<file path="src/rtl/async_bus_regslave.sv">
module async_bus_regslave #(
  parameter int ADDR_W = 18,
  parameter int DATA_W = 16,
  parameter int NREGS  = 4,
  parameter logic [ADDR_W-1:0] BASE = 18'h3FF40
) (
  input  logic              clk,
  input  logic              rst_n,
  input  logic              bus_init_n,
  input  logic [ADDR_W-1:0] addr_n,
  input  logic [1:0]        ctl_n,
  input  logic [DATA_W-1:0] data_in_n,
  output logic [DATA_W-1:0] data_out_n,
  output logic              data_oe,
  input  logic              msync_n,
  output logic              ssync_n,
  output logic              locked
);
  localparam int IDX_W = (NREGS > 1) ? $clog2(NREGS) : 1;
  localparam int SPAN  = 2 * NREGS;
  localparam int HALF  = DATA_W / 2;
  localparam logic [1:0] C_RD = 2'b00, C_RDP = 2'b01, C_WW = 2'b10, C_WB = 2'b11;

  typedef enum logic [1:0] {S_IDLE, S_DRIVE, S_ACK} st_t;

  st_t               st;
  logic              ms1, ms2;
  logic [1:0]        cyc;
  logic [DATA_W-1:0] rdata;
  logic [IDX_W-1:0]  lock_idx;
  logic [DATA_W-1:0] regs [NREGS];

  wire [ADDR_W-1:0] addr  = ~addr_n;
  wire [1:0]        ctl   = ~ctl_n;
  wire [DATA_W-1:0] wdata = ~data_in_n;
  wire [ADDR_W-1:0] off   = addr - BASE;
  wire              hit   = (addr >= BASE) && (off < ADDR_W'(SPAN));
  wire [IDX_W-1:0]  idx   = off[IDX_W:1];
  wire              is_rd = (cyc == C_RD) || (cyc == C_RDP);

  assign data_oe    = (st != S_IDLE) && is_rd;
  assign data_out_n = data_oe ? ~rdata : '1;
  assign ssync_n    = (st != S_ACK);

  always_ff @(posedge clk) begin
    if (!rst_n) begin
      ms1 <= 1'b0;
      ms2 <= 1'b0;
      st <= S_IDLE;
      cyc <= C_WW;
      rdata <= '0;
      locked <= 1'b0;
      lock_idx <= '0;
      for (int i = 0; i < NREGS; i++) regs[i] <= '0;
    end else begin
      ms1 <= ~msync_n;
      ms2 <= ms1;
      if (!bus_init_n) begin
        st <= S_IDLE;
        locked <= 1'b0;
      end else begin
        case (st)
          S_IDLE: if (ms2 && hit) begin
            st <= S_DRIVE;
            cyc <= ctl;
            rdata <= regs[idx];
            case (ctl)
              C_RDP: begin
                locked <= 1'b1;
                lock_idx <= idx;
              end
              C_WW: begin
                regs[idx] <= wdata;
                if (locked && lock_idx == idx) locked <= 1'b0;
              end
              C_WB: begin
                if (addr[0]) regs[idx][DATA_W-1:HALF] <= wdata[DATA_W-1:HALF];
                else         regs[idx][HALF-1:0]      <= wdata[HALF-1:0];
                if (locked && lock_idx == idx) locked <= 1'b0;
              end
              default: ;
            endcase
          end
          S_DRIVE: st <= S_ACK;
          S_ACK:   if (!ms2) st <= S_IDLE;
          default: st <= S_IDLE;
        endcase
      end
    end
  end

  a_r3_data_before_ack: assert property (@(posedge clk) disable iff (!rst_n)
    $fell(ssync_n) && is_rd |-> $past(data_oe));
  a_r9_hold_while_msync: assert property (@(posedge clk) disable iff (!rst_n)
    !ssync_n && ms1 && ms2 && bus_init_n |=> !ssync_n && $stable(data_out_n));
  a_r9_release: assert property (@(posedge clk) disable iff (!rst_n)
    ssync_n |-> !data_oe || st == S_DRIVE);
  a_r6_lock_source: assert property (@(posedge clk) disable iff (!rst_n)
    $rose(locked) |-> cyc == C_RDP);
  a_r8_init_clears: assert property (@(posedge clk) disable iff (!rst_n)
    !bus_init_n |=> !locked && ssync_n);
  a_r10_sync_depth: assert property (@(posedge clk) disable iff (!rst_n)
    $fell(ssync_n) |-> $past(ms2, 2) && $past(ms1, 3));
endmodule

</file>
<file path="config.mk">
export PLATFORM = sky130hd
export DESIGN_NAME = async_bus_regslave
export DESIGN_NICKNAME = d
export VERILOG_FILES = /design/src/rtl/async_bus_regslave.sv
export SDC_FILE = /design/constraint.sdc
export NUM_CORES = 1
export LEC_CHECK = 0
export BUFFER_PORTS_ARGS = -buffer_cell sky130_fd_sc_hd__buf_2
export CAP_MARGIN = 10
export CORE_MARGIN = 2
export CORE_UTILIZATION = 50
export DETAILED_ROUTE_END_ITERATION = 10
export MAX_ROUTING_LAYER = met4
export PLACE_DENSITY = 0.72
export SLEW_MARGIN = 15
export SYNTH_ARGS = -nofsm -noshare
export SYNTH_HDL_FRONTEND = slang
export SYNTH_SLANG_ARGS = --single-unit
</file>
<file path="constraint.sdc">
create_clock -name clk -period 2.96 [get_ports clk]
set_clock_uncertainty 0.2 [all_clocks]
set_input_delay 0.296 -clock clk [delete_from_list [all_inputs] [get_ports clk]]
set_output_delay 0.296 -clock clk [all_outputs]
set_load 0.01 [all_outputs]
</file>
== Word-level counts from Yosys, hierarchy flattened ==
Memory sizes are Yosys's and may differ from the RTL's. A register that Yosys moved wholly into a read port is not among the register bits.
Cells that the tools add are included.

* Output and inout port bits: 19
* Input port bits: 40
* Memories: 1
* Logic and storage cells: 77
* Bits in writable memories: 64
* Register bits: 9

* Equal/unequal tests: 11
* Magnitude comparators: 2
* Bitwise logic cells: 7
* Multiplexer cells: 32
* $add $sub $neg: 1
* Reduce and logical (&&, ||, !) cells: 17

{| class="wikitable"
|+ Memory list
! memory !! words !! bits a word !! rd ports !! clocked after memory_dff !! wr ports !! line !! RTL
|-
| regs || 4 || 16 || 1 || 1 || 4 || 31 || <nowiki>logic [DATA_W-1:0] regs [NREGS];</nowiki>
|}

{| class="wikitable"
|+ Operators with widths
! cell !! number
|-
| $mux W16 || 2
|-
| $not A16 Y16 || 2
|-
| $mux W1 || 22
|-
| $ge A18 B18 Y1 const B || 1
|-
| $lt A18 B4 Y1 const B || 1
|-
| $not A18 Y18 || 1
|-
| $sub A18 B18 Y18 const B || 1
|-
| $mux W8 || 2
|-
| $reduce_or A16 Y1 || 1
|-
| $mux W2 || 4
|-
| $reduce_and A4 Y1 || 2
|-
| $eq A2 B1 Y1 const B || 3
|-
| $eq A2 B2 Y1 const B || 3
|-
| $ne A2 B2 Y1 const B || 3
|-
| $pmux W2 S3 || 1
|-
| $logic_and A1 B1 Y1 || 4
|-
| $logic_not A2 Y1 || 2
|-
| $reduce_and A2 Y1 || 2
|-
| $reduce_bool A2 Y1 || 2
|-
| $reduce_and A3 Y1 || 1
|-
| $eq A2 B2 Y1 || 1
|-
| $ne A2 B1 Y1 const B || 1
|-
| $not A2 Y2 || 1
|-
| $or A1 B1 Y1 || 2
|-
| other kinds (5) || 5
|}

== Depth between registers and ports, before layout ==
* Depth after elaboration: 13
* Gate-level depth with buffers: 6
* Depth with buffers taken out: 4

== Worst setup path after synthesis ==
No wires, ideal clock.

* Path type: input port to flip-flop
* Start point: input addr_n[13]
* End point: memory regs[0][0] (enable)
* Data arrival time: 2,241 ps
* Setup time: 384 ps
* Buffers on the path: 1
* Stages: 5
* Slack: 135 ps
* Data required time: 2,376 ps
* Cell sequence: or4b_4 nor4_4 buf_2 nand4_1 o21ai_0

{| class="wikitable"
|+ RTL lines
! what !! line !! RTL
|-
| from (decl) || 10 || <nowiki>input logic [ADDR_W-1:0] addr_n,</nowiki>
|-
| to (decl) || 31 ||
|}

==> results.cfg <==
[outcome]
status = finished clean

[grt]
grt_pass1_vias = 2639
grt_pass1_wl_um = 13340
grt_max_degree = 26
grt_usage = 0.2092
grt_busiest_layer = met2
overflow = 0
gr-usage-met2 = 0.3082
grt_use_met3 = 0.02547
grt.met1_usage = 0.3037
antenna_found_initial = 0

[drt]
avgRoutedWirePerCell_um = 17.00
ant_nets = 0
dr_total_vias = 2808
drc_errors = 0
routed_via_density = 5.684
drtIter0Drc = 300
wirelength_um = 8399
dr.pass1.iters = 4

[setup_path]
critPathTopFamily = simple AND/OR/NAND/NOR gates
cp_cell_sequence = buf_2 > or4b_4 > nor4_4 > buf_4 > nand4_1 > nor2_1
cp.required_ns = 2.95
crit_slowest_cell = or4b_4
cp_slowest_stage_delay_ns = 0.57
path_class = in2reg
end_kind = flop
start_kind = primary input
path_max_fanout = 19
cp.arrival_ns = 2.28
path_buf_inv = 2

[floorplan]
rows = 32
design.die.area_sq_um = 8452
start_util = 0.5082
io_pins = 59
dieHeight_um = 91.94
coreArea_sq_um = 7607
die_w_um = 91.94

[clock_network]
cts_setup_buffers = 0
numCtsBuffers = 9
htree_num_levels = 3
cts_num_sinks = 88
cts_buffer_depth = 2
tritoncts = yes
path_clk_slew_ns = 0.08
hold_buffers = 1
cts-root-buf = clkbuf_8
ctsResizeCount = 0
clkLatencyLatePin_ns = 0.34

[power]
ir_drop_mv = 0.2107
power.total_mw = 2.320
power.density_nw_per_um2 = 514.0
p_clk_frac = 0.358
switching_share = 0.2090
p_seq_frac = 0.581
power.leakage_nw = 1.648
internal-power_mw = 1.835
comb_power_share = 0.061
p_switching_mw = 0.4850

[logic_synthesis]
yosysTopAreaCellShare = 0.4971
yosysWarnings = 0
syn_avg_cell_area_sq_um = 11.86
synth-xor-area-share = 0.004531
synthFlopType = edfxtp_1
synth_nets = 366
ys_types = 32
ys_ff_latch = 88
yosysSeqAreaShare = 0.6214
synthMuxAreaShare = 0.09871
syn_area_sq_um = 3866
synth_compound_area_frac = 0.06472
synth-simple-area-share = 0.1841
synthCells = 326
synthAdderAreaFrac = 0
async_flop_share = 0
synth_edf_count = 64
synth.largest_area_cell = edfxtp_1
ys_top_cells_by_area = edfxtp_1 (50%), dfxtp_1 (12%), mux4_2 (9.3%)
synth_top_family_by_area = simple AND/OR/NAND/NOR gates

[finish]
antennaDiodeCount = 0
final_common_cell = nor2_1
nets = 428
layout_common_cells = nor2_1 (65), edfxtp_1 (64), buf_2 (58)
final_layout_size_suffix_gt1_frac = 0.2755
area_growth_pct = 16.76

[timing]
worstMarginPinSlew_ns = 0.6542
fin_crit_sh = 0.7742
drv_slew = 0
finalSetupViolCount = 0
slew_headroom = 0.5639
rsz0062_at_grt = false
tns_ns = 0
maxClockFrequency_ghz = 0.4364
finalHoldViolations = 0
min_period_ns = 2.291

[worst_hold_path]
hold_class = in2reg

[placed_design]
place_congestion = 0.8131
port_buffers = 58
dp_hpwl_um = 6054

[run]
maxCapViolations = 0
-- cell families after synthesis --
family,Yosys count
buf+inv,26
flops,88
simple gates,143
xor+xnor,2
mux,18
compound gates,49
-- final timing paths --
kind | slack (ns) | start | end | cells past startpoint
min | 0.07 | rst_n | cyc[1] | 2
max | 0.67 | addr_n[13] | regs[2][0] | 6
max reg2reg | 0.76 | ms2 | regs[3][0] | 6
min reg2reg | 0.24 | ms1 | ms2 | 1
-- synth_stat cells (all sizes together), types with 2 or more instances --
| master | count |
|---|---|
| or2 | 2 |
| mux4 | 16 |
| dfxtp | 24 |
| nand2b | 3 |
| nand2 | 19 |
| clkbuf | 19 |
| nand3 | 3 |
| nor2 | 65 |
| buf | 4 |
| inv | 3 |
| nand4 | 24 |
| and2 | 2 |
| nor3 | 11 |
| or3 | 2 |
| nor2b | 3 |
| o21ai | 28 |
| xnor2 | 2 |
| a21oi | 19 |
| edfxtp | 64 |
| nor4b | 2 |
-- metrics by stage --
stage | worst slack (ns) | utilization | instance area [sq um] | hold WS [ns] | instances
2_1_floorplan | 0.1352 | - | 3866 | 0.1627 | 326
4_1_cts | 0.6938 | 0.5934 | 4514 | 0.06398 | 494
5_1_grt | 0.5698 | 0.5934 | 4514 | 0.07594 | 494
6_report | 0.6685 | 0.5934 | 4514 | 0.07176 | 494
3_5_place_dp | 0.3438 | 0.5660 | 4305 | 0.2360 | 478
3_3_place_gp | 0.4237 | 0.5660 | 4305 | 0.2232 | 478
-- power groups by stage --
stage / registers (mW) / clock network (mW) / logic [mW]
6_report: 1.35 / 0.831 / 0.142
2_1_floorplan: 1.37 / 0 / 0.0758
4_1_cts: 1.35 / 0.835 / 0.143
5_1_grt: 1.35 / 0.883 / 0.155
3_3_place_gp: 1.37 / 0 / 0.139
3_5_place_dp: 1.38 / 0 / 0.141
-- cell type report --
class / instances / area, sq um
multi-input combinational: 212 / 1361
sequential: 88 / 2402
inverter: 3 / 11.26
timing repair buffer: 74 / 412.9
clock inverter: 3 / 42.54
clock buffer: 12 / 156.4
fill: 637 / 3093
tap: 102 / 127.6
-- registers in the layout, indices dropped and copies added (netlist names) --
register / flops
ms1: 1
rdata: 16
ms2: 1
locked: 1
regs: 64
lock_idx: 2
st: 2
cyc: 1
-- worst register-to-register path: stages (launching register included) --
cell and delay, ns:
dfxtp_1 0.34, nor4b_1 0.23, buf_4 0.18, and2_1 0.31, nand4_1 0.22, o21ai_0 0.23
buf_4 0.21
-- routing by layer --
layer  routed length, um  share of wire
met4                 102          0.012
met5                   0              0
met3                 488          0.058
met2                3804           0.45
met1                4004           0.48
No activity file was read; power rests on OpenSTA's default activity.
